==> src/rtl/trigdac_pkg.sv <==
package trigdac_pkg;
  typedef enum logic [2:0] {
    FMT_R12 = 3'd0,
    FMT_L12 = 3'd1,
    FMT_R8  = 3'd2,
    FMT_DLO = 3'd3,
    FMT_DHI = 3'd4
  } holdFmt_e;

  typedef enum logic [1:0] {
    WAVE_NONE  = 2'd0,
    WAVE_NOISE = 2'd1,
    WAVE_RAMP  = 2'd2,
    WAVE_RSVD  = 2'd3
  } wave_e;

  typedef struct packed {
    logic     holdWr;
    holdFmt_e fmt;
    logic     xfer;
    logic     step;
  } dpStrobe_t;
endpackage

==> src/rtl/trigdac_lfsr.sv <==
module trigdac_lfsr #(
  parameter int W = 12,
  parameter logic [W-1:0] SEED = 12'hACE,
  parameter logic [W-1:0] TAPS = 12'h829
) (
  input  logic         clk,
  input  logic         rstN,
  input  logic         adv,
  output logic [W-1:0] state
);
  always_ff @(posedge clk) begin
    if (!rstN) state <= SEED;
    else if (adv) state <= {state[W-2:0], ^(state & TAPS)};
  end


  lfsr_nonzero_chk: assert property (@(posedge clk) disable iff (!rstN)
    state != '0);
endmodule

==> src/rtl/trigdac_ramp.sv <==
module trigdac_ramp #(
  parameter int W = 12
) (
  input  logic         clk,
  input  logic         rstN,
  input  logic         adv,
  input  logic [W-1:0] peak,
  output logic [W-1:0] value
);
  logic goingUp;

  always_ff @(posedge clk) begin
    if (!rstN) begin
      value   <= '0;
      goingUp <= 1'b1;
    end else if (adv) begin
      if (goingUp) begin
        if (value >= peak) begin
          goingUp <= 1'b0;
          value   <= (value == '0) ? value : value - 1'b1;
        end else begin
          value <= value + 1'b1;
        end
      end else if (value == '0) begin
        goingUp <= 1'b1;
        value   <= value + 1'b1;
      end else begin
        value <= value - 1'b1;
      end
    end
  end


  ramp_floor_chk: assert property (@(posedge clk) disable iff (!rstN)
    (adv && value == '0 && peak != '0) |=> value == W'(1));
endmodule

==> src/rtl/trigdac_ctrl.sv <==
module trigdac_ctrl
  import trigdac_pkg::*;
#(
  parameter int CH_IDX = 0,
  parameter int SEL_W  = 3,
  parameter int WR_W   = 16,
  localparam int NUM_HW = (1 << SEL_W) - 1
) (
  input  logic             clk,
  input  logic             rstN,
  input  logic             wrEn,
  input  logic [2:0]       wrAddr,
  input  logic [WR_W-1:0]  wrData,
  input  logic             trigEn,
  input  logic [SEL_W-1:0] trigSel,
  input  logic [NUM_HW-1:0] hwLines,
  input  logic             dmaAck,
  output dpStrobe_t        strobe,
  output logic             dmaReq,
  output logic             underrun
);
  localparam logic [2:0] BASE      = 3'(CH_IDX * 3);
  localparam logic [2:0] ADDR_DUAL = 3'd6;
  localparam logic [2:0] ADDR_CMD  = 3'd7;

  logic cmdWr, swHit, clrHit, trigHit;
  logic [NUM_HW:0] lines;

  assign cmdWr   = wrEn && (wrAddr == ADDR_CMD);
  assign swHit   = cmdWr && wrData[CH_IDX];
  assign clrHit  = cmdWr && wrData[4 + CH_IDX];
  assign lines   = {swHit, hwLines};
  assign trigHit = trigEn && lines[trigSel];

  always_comb begin
    strobe     = '0;
    strobe.fmt = FMT_R12;
    if (wrEn) begin
      if (wrAddr == BASE) begin
        strobe.holdWr = 1'b1;
        strobe.fmt    = FMT_R12;
      end else if (wrAddr == BASE + 3'd1) begin
        strobe.holdWr = 1'b1;
        strobe.fmt    = FMT_L12;
      end else if (wrAddr == BASE + 3'd2) begin
        strobe.holdWr = 1'b1;
        strobe.fmt    = FMT_R8;
      end else if (wrAddr == ADDR_DUAL) begin
        strobe.holdWr = 1'b1;
        strobe.fmt    = (CH_IDX == 0) ? FMT_DLO : FMT_DHI;
      end
    end
    strobe.xfer = trigEn ? trigHit : 1'b1;
    strobe.step = trigHit;
  end

  always_ff @(posedge clk) begin
    if (!rstN) begin
      dmaReq   <= 1'b0;
      underrun <= 1'b0;
    end else begin
      if (trigHit) dmaReq <= 1'b1;
      else if (dmaAck) dmaReq <= 1'b0;
      if (trigHit && dmaReq && !dmaAck) underrun <= 1'b1;
      else if (clrHit) underrun <= 1'b0;
    end
  end


  req_on_xfer_chk: assert property (@(posedge clk) disable iff (!rstN)
    (trigEn && strobe.xfer) |=> dmaReq);

  ack_drops_req_chk: assert property (@(posedge clk) disable iff (!rstN)
    (dmaAck && !strobe.step) |=> !dmaReq);

  underrun_sticky_chk: assert property (@(posedge clk) disable iff (!rstN)
    (underrun && !clrHit) |=> underrun);
endmodule

==> src/rtl/trigdac_dp.sv <==
module trigdac_dp
  import trigdac_pkg::*;
#(
  parameter int DW    = 12,
  parameter int WR_W  = 16,
  parameter int AMP_W = 4,
  parameter logic [DW-1:0] SEED = 12'hACE,
  parameter logic [DW-1:0] TAPS = 12'h829
) (
  input  logic             clk,
  input  logic             rstN,
  input  dpStrobe_t        strobe,
  input  logic [WR_W-1:0]  wrData,
  input  logic [1:0]       waveMode,
  input  logic [AMP_W-1:0] waveAmp,
  output logic [DW-1:0]    dout
);
  localparam int PAD = DW - 8;

  logic [DW-1:0] hold, holdNext, mask, noiseVal, rampVal, addend, satVal;
  logic [DW:0]   sum;
  logic          noiseAdv, rampAdv;

  function automatic logic [DW-1:0] ampMask(input logic [AMP_W-1:0] amp);
    logic [DW-1:0] m;
    for (int i = 0; i < DW; i++) m[i] = (i <= int'(amp));
    return m;
  endfunction

  always_comb begin
    unique case (strobe.fmt)
      FMT_L12: holdNext = wrData[WR_W-1 -: DW];
      FMT_R8,
      FMT_DLO: holdNext = {wrData[7:0], {PAD{1'b0}}};
      FMT_DHI: holdNext = {wrData[15:8], {PAD{1'b0}}};
      default: holdNext = wrData[DW-1:0];
    endcase
  end

  always_ff @(posedge clk) begin
    if (!rstN) hold <= '0;
    else if (strobe.holdWr) hold <= holdNext;
  end

  assign mask     = ampMask(waveAmp);
  assign noiseAdv = strobe.step && (waveMode == WAVE_NOISE);
  assign rampAdv  = strobe.step && (waveMode == WAVE_RAMP);

  trigdac_lfsr #(.W(DW), .SEED(SEED), .TAPS(TAPS)) uNoise (
    .clk(clk), .rstN(rstN), .adv(noiseAdv), .state(noiseVal));

  trigdac_ramp #(.W(DW)) uRamp (
    .clk(clk), .rstN(rstN), .adv(rampAdv), .peak(mask), .value(rampVal));

  always_comb begin
    addend = '0;
    if (strobe.step) begin
      if (waveMode == WAVE_NOISE) addend = noiseVal & mask;
      else if (waveMode == WAVE_RAMP) addend = rampVal;
    end
  end

  assign sum    = {1'b0, hold} + {1'b0, addend};
  assign satVal = sum[DW] ? {DW{1'b1}} : sum[DW-1:0];

  always_ff @(posedge clk) begin
    if (!rstN) dout <= '0;
    else if (strobe.xfer) dout <= satVal;
  end


  hold_when_idle_chk: assert property (@(posedge clk) disable iff (!rstN)
    !strobe.xfer |=> $stable(dout));

  sat_nowrap_chk: assert property (@(posedge clk) disable iff (!rstN)
    strobe.xfer |=> dout >= $past(hold));
endmodule

==> src/rtl/trigdac_front.sv <==
module trigdac_front
  import trigdac_pkg::*;
#(
  parameter int DW    = 12,
  parameter int WR_W  = 16,
  parameter int AMP_W = 4,
  parameter int SEL_W = 3,
  parameter int N_TMR = 6,
  localparam int NUM_CH = 2
) (
  input  logic                     clk,
  input  logic                     rstN,
  input  logic                     wrEn,
  input  logic [2:0]               wrAddr,
  input  logic [WR_W-1:0]          wrData,
  input  logic [NUM_CH-1:0]        trigEn,
  input  logic [NUM_CH*SEL_W-1:0]  trigSel,
  input  logic [NUM_CH*2-1:0]      waveMode,
  input  logic [NUM_CH*AMP_W-1:0]  waveAmp,
  input  logic [N_TMR-1:0]         tmrTrig,
  input  logic                     extTrig,
  input  logic [NUM_CH-1:0]        dmaAck,
  output logic [DW-1:0]            dout0,
  output logic [DW-1:0]            dout1,
  output logic [NUM_CH-1:0]        dmaReq,
  output logic [NUM_CH-1:0]        underrunIrq
);
  localparam int NUM_HW = (1 << SEL_W) - 1;

  logic [NUM_HW-1:0] hwLines;
  logic [DW-1:0]     chOut [NUM_CH];

  assign hwLines = {extTrig, tmrTrig};

  for (genvar c = 0; c < NUM_CH; c++) begin : gCh
    dpStrobe_t strobe;

    trigdac_ctrl #(.CH_IDX(c), .SEL_W(SEL_W), .WR_W(WR_W)) uCtrl (
      .clk(clk), .rstN(rstN), .wrEn(wrEn), .wrAddr(wrAddr), .wrData(wrData),
      .trigEn(trigEn[c]), .trigSel(trigSel[c*SEL_W +: SEL_W]),
      .hwLines(hwLines), .dmaAck(dmaAck[c]), .strobe(strobe),
      .dmaReq(dmaReq[c]), .underrun(underrunIrq[c]));

    trigdac_dp #(.DW(DW), .WR_W(WR_W), .AMP_W(AMP_W)) uDp (
      .clk(clk), .rstN(rstN), .strobe(strobe), .wrData(wrData),
      .waveMode(waveMode[c*2 +: 2]), .waveAmp(waveAmp[c*AMP_W +: AMP_W]),
      .dout(chOut[c]));
  end

  assign dout0 = chOut[0];
  assign dout1 = chOut[1];
endmodule

==> config.mk <==
export PLATFORM = sky130hd
export DESIGN_NAME = trigdac_front
export DESIGN_NICKNAME = d
export VERILOG_FILES = /design/src/rtl/trigdac_pkg.sv /design/src/rtl/trigdac_lfsr.sv /design/src/rtl/trigdac_ramp.sv /design/src/rtl/trigdac_ctrl.sv /design/src/rtl/trigdac_dp.sv /design/src/rtl/trigdac_front.sv
export SDC_FILE = /design/constraint.sdc
export NUM_CORES = 1
export LEC_CHECK = 0
export BUFFER_PORTS_ARGS = -buffer_cell sky130_fd_sc_hd__clkbuf_2
export CORE_ASPECT_RATIO = 0.75
export CORE_MARGIN = 2
export CORE_UTILIZATION = 32
export CTS_CLUSTER_SIZE = 20
export DETAILED_ROUTE_END_ITERATION = 10
export GPL_TIMING_DRIVEN = 0
export PLACE_DENSITY_LB_ADDON = 0.1
export SLEW_MARGIN = 20
export SYNTH_ARGS = -nofsm -noshare
export SYNTH_HDL_FRONTEND = slang
export SYNTH_SLANG_ARGS = --single-unit
export TNS_END_PERCENT = 30
==> constraint.sdc <==
create_clock -name clk -period 7.6 [get_ports clk]
set_clock_uncertainty 0.05 [all_clocks]
set_input_delay 1.52 -clock clk [delete_from_list [all_inputs] [get_ports clk]]
set_output_delay 1.52 -clock clk [all_outputs]
set_load 0.01 [all_outputs]
==> metrics.csv, run 1 <==
metric,value,unit
max_freq,162,MHz
drt_first_pass_iters,5,
outcome,completed,
first_iter_violations,526,
cts-resized-gates,0,
share_of_the_synthesized_area_in_the_top_cell_type,29.0,%
gp_congestion,0.878,
overflow,0,
route.vias.total,6957,
die_width,175,um
number_of_synthesized_flops_with_an_enable_pin,0,
clock_sink_count,102,
post_synth_net_total,1047,
fin_crit,6180,ps
routed_via_density,5.27,
final_layout_size_suffix_gt1_share,11.1,%
clk_pin_slew_worst_paths,80,ps
maxSlewViolCount,0,
worst_skew_pair.late_latency,360,ps
worst_supply_voltage_drop_on_vdd,0.110,mV
rows,46,
initial_core_util,32.9,%
startpoint_type,input pin,
crit-reg2reg-capture,gCh[0].uDp.dout[1],
postCtsHoldBufs,0,
grt_max_degree,19,
hold_viol,0,
cellPowerDensity,166,nW/um2
crit-reg2reg-launch,gCh[0].uDp.uNoise.state[1],
power.leakage,3.37,nW
cell_chain_critical_path,"clkbuf_1, nand4_1, o221ai_1, a31o_2, nand2_1, nor3b_1, clkbuf_1, nand2_1, nand2_1, ha_1, fa_1, a21oi_1, nor2_1, nor3b_1, o31ai_1, a21oi_1, o21a_1, clkbuf_1, a21oi_1",
hp-start,gCh[1].uDp.uNoise.state[7],
num-fill-cells,2333,
report.power.total,1.34,mW
final_design_area_no_fill,8070,um2
ys_seq_area_share,29.0,%
post_layout_nonfiller_instances,1320,
yosysWarnings,0,
synthDominantAreaCellType,dfxtp_1,
rsz0062_at_grt,no,
postSynthAreaPerCell,7.46,um2
hpwl,17800,um
post_cts_setup_driven_buffer_insertion_count,0,
async_flop_share,0,%
antenna-diode-count,0,
setup.worst_path.class,input pin to flip-flop,
dpl_worst_slack,1040,ps
clock_path_buffers,2,
top_level_port_count,79,
maxSlewHeadroom,31.3,%
routed_wire_length_per_instance,17.3,um
via_count_of_the_first_global_routing_pass,6486,
worst_hold_path.endpoint,gCh[1].uDp.uNoise.state[8],
ys_top_cells_by_area,"dfxtp_1 (29%), ha_1 (9.3%), a21oi_1 (7.3%)",
drt_drc_violations_left,0,
reg_to_reg_slack_setup,4300,ps
grt_antenna_before_repair,0,
crit_path_max_fanout,10,
ant_nets_after_route,0,
ys_seq_elements,102,
mostFrequentLayoutCells,"nand2_1 (126), a21oi_1 (103), dfxtp_1 (102)",
synthCells,942,
setup_viol,0,
critical_path.slowest_cell,nor3b_1,
worstPathArrival,6430,ps
cts_root_buffer,clkbuf_16,
die_height,132,um
nNetsFinal,1133,
synth_ff_type,dfxtp_1,
worst_slew_pin_slew,1030,ps
core,21400,um2
post-place-cells,1305,
grt_util_all_layers,19.8,%
final.setup.worst_slack,1420,ps
type_of_the_most_critical_hold_path,flip-flop to flip-flop,
r2r.worst_path.cells,11,
post-route-period-util,81.4,%
max_cap_viol_count,0,
end_kind,flip-flop,
htree_levels,3,
cts-buffers-inserted,9,
cts_tree,built,
totalWireLength,22900,um
timing.critical_path.slowest_cell_delay,710,ps
input_output_buffers,75,
cp.required,7850,ps
first_pass_grt_wire_length,36200,um
layout.cells.most_common,nand2_1,
die-area,23200,um2
synth.distinct_cells,66,
worst_hold_path.num_cells,2,
syn2layout_area_growth,14.8,%
syn_area,7030,um2
placedInstanceArea,7760,um2
finalSetupTns,0,ps
==> synth_stat cells (7+ instances only) <==
cell,instances
o22ai_1,8
clkbuf_1,49
o21ai_0,78
or3_1,11
o21a_1,7
nor2b_1,12
nand3_1,39
dfxtp_1,102
inv_1,40
mux2i_1,8
and3_1,7
nand2_1,126
xor2_1,22
nand4_1,7
a211oi_1,18
xnor2_1,15
nor3b_1,10
ha_1,52
a22oi_1,9
nor3_1,16
a21oi_1,103
nor2_1,76
o31ai_1,11
nand2b_1,22
==> stage by stage <==
| step | utilization, % | hold slack [ps] |
|---|---|---|
| 2_1_floorplan | - | 395 |
| 3_3_place_gp | 36.4 | 419 |
| 3_5_place_dp | 36.4 | 423 |
| 4_1_cts | 37.8 | 434 |
| 5_1_grt | 37.8 | 451 |
| 6_report | 37.8 | 435 |
==> final cells by class <==
type                    count  area [um2]  share of cell area (%)
flip-flops and latches    102        2040                    25.3
plain buffers              59         254                    3.15
clock buffers               9         225                    2.79
repair buffers             75         375                    4.65
clock inverters             6        78.8                   0.977
multi-input cells         741        4580                    56.8
inverters                  40         150                    1.86
well taps                 288         360                    4.47
==> sequential cells by signal, summed over array words and instances (netlist names) <==
signal,cells
gCh.uDp.uNoise.state,24
gCh.uCtrl.underrun,2
gCh.uCtrl.dmaReq,2
gCh.uDp.uRamp.value,24
gCh.uDp.uRamp.goingUp,2
gCh.uDp.dout,24
gCh.uDp.hold,24
==> power breakdown <==
part | leakage [nW] | total (mW) | switching [mW] | internal, mW
Sequential | 0.833 | 0.585 | 0.0225 | 0.562
Combinational | 2.39 | 0.257 | 0.156 | 0.101
Clock | 0.150 | 0.496 | 0.235 | 0.261
Total | 3.37 | 1.34 | 0.413 | 0.925
==> kinds of logic after synthesis <==
logic type	count (synthesis)	share of synthesized area, %
buf+inv	99	5.75
flops	102	29.0
mux	14	2.47
fa+ha+maj	54	9.83
xor+xnor	37	4.61
compound gates	276	23.5
simple gates	360	24.8
==> worst max path at each step <==
stage,from,to,depth (start not counted)
finish,wrAddr[2],gCh[1].uDp.dout[1],19
CTS,wrAddr[2],gCh[1].uDp.dout[1],19
global route,wrAddr[2],gCh[1].uDp.dout[1],19
global placement,wrAddr[2],gCh[1].uDp.dout[1],19
detailed placement,wrAddr[2],gCh[1].uDp.dout[6],19
floorplan,wrAddr[2],gCh[0].uDp.dout[1],19
==> per-layer routing <==
metal / global-route usage (%) / up-vias / part of all wire [%]
met5: 0 / - / 0
met4: 3.47 / 0 / 0.92
met3: 3.95 / 15 / 6.1
met2: 27.9 / 181 / 40
met1: 30.8 / 3230 / 53
li1: - / 3531 / -
==> critical path, delay by kind of cell <==
kind | cells | cell delay, ps
compound gates | 7 | 1770
fa+ha+maj | 2 | 410
buf+inv | 3 | 930
simple gates | 7 | 1780
(Power assumes the default switching activity.)
==> run 2, diff against run 1 <==
- clock period: 7.6 -> 5.3 ns (I/O delays scaled with it)
==> run 2 against run 1 <==
Compared with the run above:
- final area increased by 0.79%
- power is 44% higher
- combinational power is 45% higher
- worst hold slack improved by 0.79 ps
==> metrics.csv, run 2 (synthesized netlist as in run 1, its figures left out) <==
metric,value,unit,change
max_cap_viol_count,0,,unchanged
input_output_buffers,75,,unchanged
setup_viol,0,,unchanged
cellPowerDensity,237,nW/um2,was 166 nW/um2
reg_to_reg_slack_setup,2020,ps,was 4300 ps
finalSetupTns,0,ps,unchanged
initial_core_util,32.9,%,unchanged
via_count_of_the_first_global_routing_pass,6501,,was 6486
fin_crit,4930,ps,
grt_util_all_layers,19.8,%,about the same
postCtsHoldBufs,0,,unchanged
outcome,completed,,unchanged
crit_path_max_fanout,10,,unchanged
clock_sink_count,102,,unchanged
setup.worst_path.class,input pin to flip-flop,,unchanged
grt_max_degree,19,,unchanged
totalWireLength,22900,um,about the same
core,21400,um2,unchanged
cp.required,5480,ps,was 7850 ps
routed_via_density,5.27,,about the same
routed_wire_length_per_instance,17.3,um,about the same
antenna-diode-count,0,,unchanged
cts_tree,built,,unchanged
drt_first_pass_iters,5,,unchanged
syn2layout_area_growth,15.7,%,was 14.8%
first_pass_grt_wire_length,36200,um,about the same
ant_nets_after_route,0,,unchanged
layout.cells.most_common,nand2_1,,unchanged
overflow,0,,unchanged
clk_pin_slew_worst_paths,70,ps,was 80 ps
grt_antenna_before_repair,0,,unchanged
die_width,175,um,unchanged
end_kind,flip-flop,,unchanged
max_freq,203,MHz,
report.power.total,1.93,mW,was 1.34 mW
mostFrequentLayoutCells,"nand2_1 (126), a21oi_1 (103), dfxtp_1 (102)",,unchanged
die-area,23200,um2,unchanged
cts-buffers-inserted,9,,unchanged
type_of_the_most_critical_hold_path,flip-flop to flip-flop,,unchanged
fin_hold_ws,436,ps,was 435 ps
startpoint_type,input pin,,unchanged
route.vias.total,6954,,was 6957
gp_congestion,0.878,,unchanged
final_layout_size_suffix_gt1_share,12.5,%,was 11.1%
maxSlewHeadroom,31.6,%,was 31.3%
num-fill-cells,2324,,was 2333
power.leakage,3.42,nW,was 3.37 nW
hpwl,17800,um,unchanged
first_iter_violations,522,,was 526
top_level_port_count,79,,unchanged
htree_levels,3,,unchanged
ff_latch_area,2040,um2,unchanged
worst_slew_pin_slew,1020,ps,was 1030 ps
clock_path_buffers,2,,unchanged
rsz0062_at_grt,no,,unchanged
worst_supply_voltage_drop_on_vdd,0.158,mV,was 0.110 mV
worstPathArrival,5110,ps,was 6430 ps
die_height,132,um,unchanged
rows,46,,unchanged
hold_viol,0,,unchanged
drt_drc_violations_left,0,,unchanged
nNetsFinal,1132,,was 1133
maxSlewViolCount,0,,unchanged
multi_input_area,4640,um2,was 4580 um2
worst_skew_pair.late_latency,360,ps,about the same
post-route-period-util,93.0,%,
cts_root_buffer,clkbuf_16,,unchanged
## run 2: cell count changes in the layout (fill, tap and decap cells not counted), sizes merged
cell and change:
clkbuf -1
## run 2: path summary, 6_finish.rpt
path	depth (start not counted)	start	to
min reg2reg	2	gCh[1].uDp.uNoise.state[7]	gCh[1].uDp.uNoise.state[8]
max	19	trigSel[3]	gCh[1].uDp.dout[9]
max reg2reg	9	gCh[0].uDp.uRamp.value[3]	gCh[0].uDp.uRamp.value[9]
min	2	gCh[1].uDp.uNoise.state[7]	gCh[1].uDp.uNoise.state[8]
## run 2: power by group
part	switching (mW)	leakage (nW)	internal [mW]	total, mW
logic	0.226	2.44	0.146	0.372
clock network	0.339	0.150	0.375	0.714
registers	0.0324	0.833	0.807	0.839
total	0.598	3.42	1.33	1.93
## run 2: critical path, stage by stage
cell and delay, ps:
clkbuf_2 190, mux4_2 560, nor2b_1 160, a31o_2 240, nand2_1 230, nor2_2 140
clkbuf_1 230, nand2_1 130, nand2_1 90, ha_1 220, fa_1 410, a21oi_1 210
nor2_1 100, nor3b_1 250, o31ai_1 150, a21oi_1 210, o21a_1 170, clkbuf_2 250
a21oi_1 100
## run 2: through the flow
stage	util (%)	area, um2	setup slack (ps)	cells
2_1_floorplan	-	7030	607	942
3_5_place_dp	36.4	7760	-799	1305
3_3_place_gp	36.4	7760	-810	1305
6_report	38.1	8130	370	1319
4_1_cts	38.0	8110	16.0	1321
5_1_grt	38.1	8130	8.24	1319
## run 2: what timing repair did
item / 4_1_cts / 5_1_grt
setup buffers: 1 / 0
pin swaps: 1 / 0
setup endpoints to repair: 23 / 21
resized for setup: 7 / 13
## run 2: layer usage
layer	wire (um)	track usage, %
met5	0	0
met4	211	3.47
met3	1400	4.24
met2	9140	27.9
met1	12100	30.7
## run 2: area by class of cell
class                   instances  area share, %
clock inverters                 6          0.969
inverters                      40           1.85
repair buffers                 76           4.71
multi-input cells             741           57.1
flip-flops and latches        102           25.1
plain buffers                  57           3.09
clock buffers                   9           2.77
well taps                     288           4.43
==> run 3, diff against run 2 <==
- PLACE_DENSITY: default -> 0.54
- PLACE_DENSITY_LB_ADDON: 0.1 -> default
==> run 3 against run 2 <==
Compared with the run above:
- clock power fell by 7.6%
- first-iteration DRC count rose by 30%
- sequential cell count did not move
- critical path depth did not move
- via count rose by 0.37%
- wire length fell by 4.9%
- global-route usage fell by 0.74 points
- cell count rose by 0.23%
- die area did not move
- power fell by 2.8%
- setup slack improved by 12 ps
- critical path type unchanged
==> metrics.csv, run 3 (synthesized netlist as in run 1, its figures left out) <==
metric,value,unit,change
type_of_the_most_critical_hold_path,flip-flop to flip-flop,,unchanged
die_width,175,um,unchanged
startpoint_type,input pin,,unchanged
hp-start,gCh[1].uDp.uNoise.state[7],,unchanged
maxSlewHeadroom,50.6,%,was 31.6%
r2r.worst_path.cells,13,,was 9
first_pass_grt_wire_length,35300,um,was 36200 um
grt_util_all_layers,19.1,%,was 19.8%
clock_sink_count,102,,unchanged
timing.critical_path.slowest_cell_delay,410,ps,was 560 ps
outcome,completed,,unchanged
nNetsFinal,1134,,was 1132
cts-buffers-inserted,9,,unchanged
p_switching,0.584,mW,was 0.598 mW
p_sw_share,31.2,%,was 31.0%
drt_first_pass_iters,5,,unchanged
worst_slew_pin_slew,734,ps,was 1020 ps
share_seq_of_total_power,44.9,%,was 43.6%
cts_tree,built,,unchanged
routed_wire_length_per_instance,16.5,um,was 17.3 um
cell_chain_critical_path,"clkbuf_2, nand4_1, o221a_2, o22ai_1, nand2_1, nor3b_4, buf_2, nand2_1, nand2_1, ha_1, fa_1, a21oi_1, nor2_1, nor3_1, o41ai_2, a21oi_1, o21a_1, clkbuf_1, a21oi_1",,"was clkbuf_2, mux4_2, nor2b_1, a31o_2, nand2_1, nor2_2, clkbuf_1, nand2_1, nand2_1, ha_1, fa_1, a21oi_1, nor2_1, nor3b_1, o31ai_1, a21oi_1, o21a_1, clkbuf_2, a21oi_1"
fin_crit,4920,ps,was 4930 ps
cellPowerDensity,231,nW/um2,was 237 nW/um2
die_height,132,um,unchanged
clock_path_buffers,2,,unchanged
setup.worst_path.class,input pin to flip-flop,,unchanged
fin_util,38.0,%,was 38.1%
drt_drc_violations_left,0,,unchanged
critical_path.slowest_cell,o41ai_2,,was mux4_2
cp_num_buf_inv,3,,unchanged
max_cap_viol_count,0,,unchanged
crit-reg2reg-capture,gCh[1].uDp.uRamp.value[5],,was gCh[0].uDp.uRamp.value[9]
critical_path.startpoint,wrAddr[2],,was trigSel[3]
cpLargestDelayFamily,compound AO/OA/AOI/OAI gates,,was simple AND/OR/NAND/NOR gates
totalWireLength,21700,um,was 22900 um
reg_to_reg_slack_setup,2030,ps,was 2020 ps
max_freq,203,MHz,about the same
post-route-period-util,92.8,%,was 93.0%
worstPathArrival,5160,ps,was 5110 ps
rows,46,,unchanged
setup_viol,0,,unchanged
maxSlewViolCount,0,,unchanged
final_layout_size_suffix_gt1_share,12.4,%,was 12.5%
clock_power_share,35.3,%,was 37.1%
cp.required,5540,ps,was 5480 ps
mostFrequentLayoutCells,"nand2_1 (126), a21oi_1 (103), dfxtp_1 (102)",,unchanged
end_kind,flip-flop,,unchanged
crit-reg2reg-launch,gCh[1].uDp.uRamp.value[0],,was gCh[0].uDp.uRamp.value[3]
p_int,1.29,mW,was 1.33 mW
core,21400,um2,unchanged
layout.cells.most_common,nand2_1,,unchanged
gp_congestion,0.891,,was 0.878
first_iter_violations,680,,was 522
input_output_buffers,75,,unchanged
report.power.total,1.87,mW,was 1.93 mW
hold_viol,0,,unchanged
overflow,0,,unchanged
top_level_port_count,79,,unchanged
cts_root_buffer,clkbuf_16,,unchanged
rsz0062_at_grt,yes,,was no
ant_nets_after_route,0,,unchanged
syn2layout_area_growth,15.3,%,was 15.7%
grt_antenna_before_repair,0,,unchanged
initial_core_util,32.9,%,unchanged
routed_via_density,5.28,,was 5.27
worst-path-stages,19,,unchanged
crit_path_max_fanout,10,,unchanged
worst_supply_voltage_drop_on_vdd,0.154,mV,was 0.158 mV
worst_skew_pair.late_latency,360,ps,about the same
antenna-diode-count,0,,unchanged
die-area,23200,um2,unchanged
via_count_of_the_first_global_routing_pass,6349,,was 6501
clk_pin_slew_worst_paths,70,ps,about the same
hpwl,16600,um,was 17800 um
combinational_power_share,19.9,%,was 19.3%
grt_max_degree,18,,was 19
route.vias.total,6980,,was 6954
htree_levels,3,,unchanged
power.leakage,3.41,nW,was 3.42 nW
worstSetupEndpoint,gCh[0].uDp.dout[1],,was gCh[1].uDp.dout[9]
run 3: worst min path at each step:
stage | cells past startpoint | end
detailed placement | 2 | gCh[1].uDp.uNoise.state[10]
CTS | 2 | gCh[1].uDp.uNoise.state[8]
floorplan | 2 | gCh[0].uDp.uNoise.state[8]
global placement | 2 | gCh[1].uDp.uNoise.state[8]
finish | 2 | gCh[1].uDp.uNoise.state[8]
global route | 2 | gCh[0].uDp.uNoise.state[5]
run 3: power by group through the flow:
| stage | combinational (mW) | clock (mW) | sequential (mW) |
|---|---|---|---|
| floorplan | 0.237 | 0 | 0.854 |
| global placement | 0.362 | 0 | 0.857 |
| detailed placement | 0.363 | 0 | 0.857 |
| CTS | 0.367 | 0.679 | 0.840 |
| global route | 0.416 | 0.709 | 0.846 |
| finish | 0.372 | 0.660 | 0.840 |
run 3: metal layers:
layer,track usage (%),wire length (um),vias up
met5,0,0,-
met4,3.98,220,0
met3,4.24,1330,12
met2,26.8,8960,210
met1,29.3,11200,3232
li1,-,-,3526
run 3: through the flow:
stage                     setup WS, ps  hold WS (ps)  instances  cell area, um2  TNS, ps
after global routing             -47.2           459       1322            8110    -49.0
final                              382           427       1322            8110        0
after global placement           -1010           412       1305            7760   -16700
after detailed placement          -911           418       1305            7760   -15040
after floorplan                    607           395        942            7030        0
after CTS                         2.74           429       1321            8080        0
run 3: repair_timing:
action	in CTS	in global routing
endpoints found under the setup margin	22	23
cloned	0	0
buffers inserted	0	1
hold buffers	0	0
gates resized for setup	7	8
pin swaps	1	1
run 3: layout make-up:
class / count / area (um2)
fillers: 2266 / 13200
multi-input cells: 741 / 4630
flip-flops and latches: 102 / 2040
repair buffers: 76 / 383
well taps: 288 / 360
plain buffers: 59 / 259
clock buffers: 10 / 239
inverters: 40 / 150
clock inverters: 6 / 45.0
run 3: worst reg2reg max path: stages (launching register included):
cell and delay [ps]:
dfxtp_1 330, clkbuf_1 340, inv_1 160, ha_1 220, nor4b_1 150, nand3_1 110
o22ai_1 80, a41oi_1 220, clkbuf_1 380, clkbuf_1 460, nand3b_1 130, a21boi_0 290
xnor2_1 160, nor2_1 60
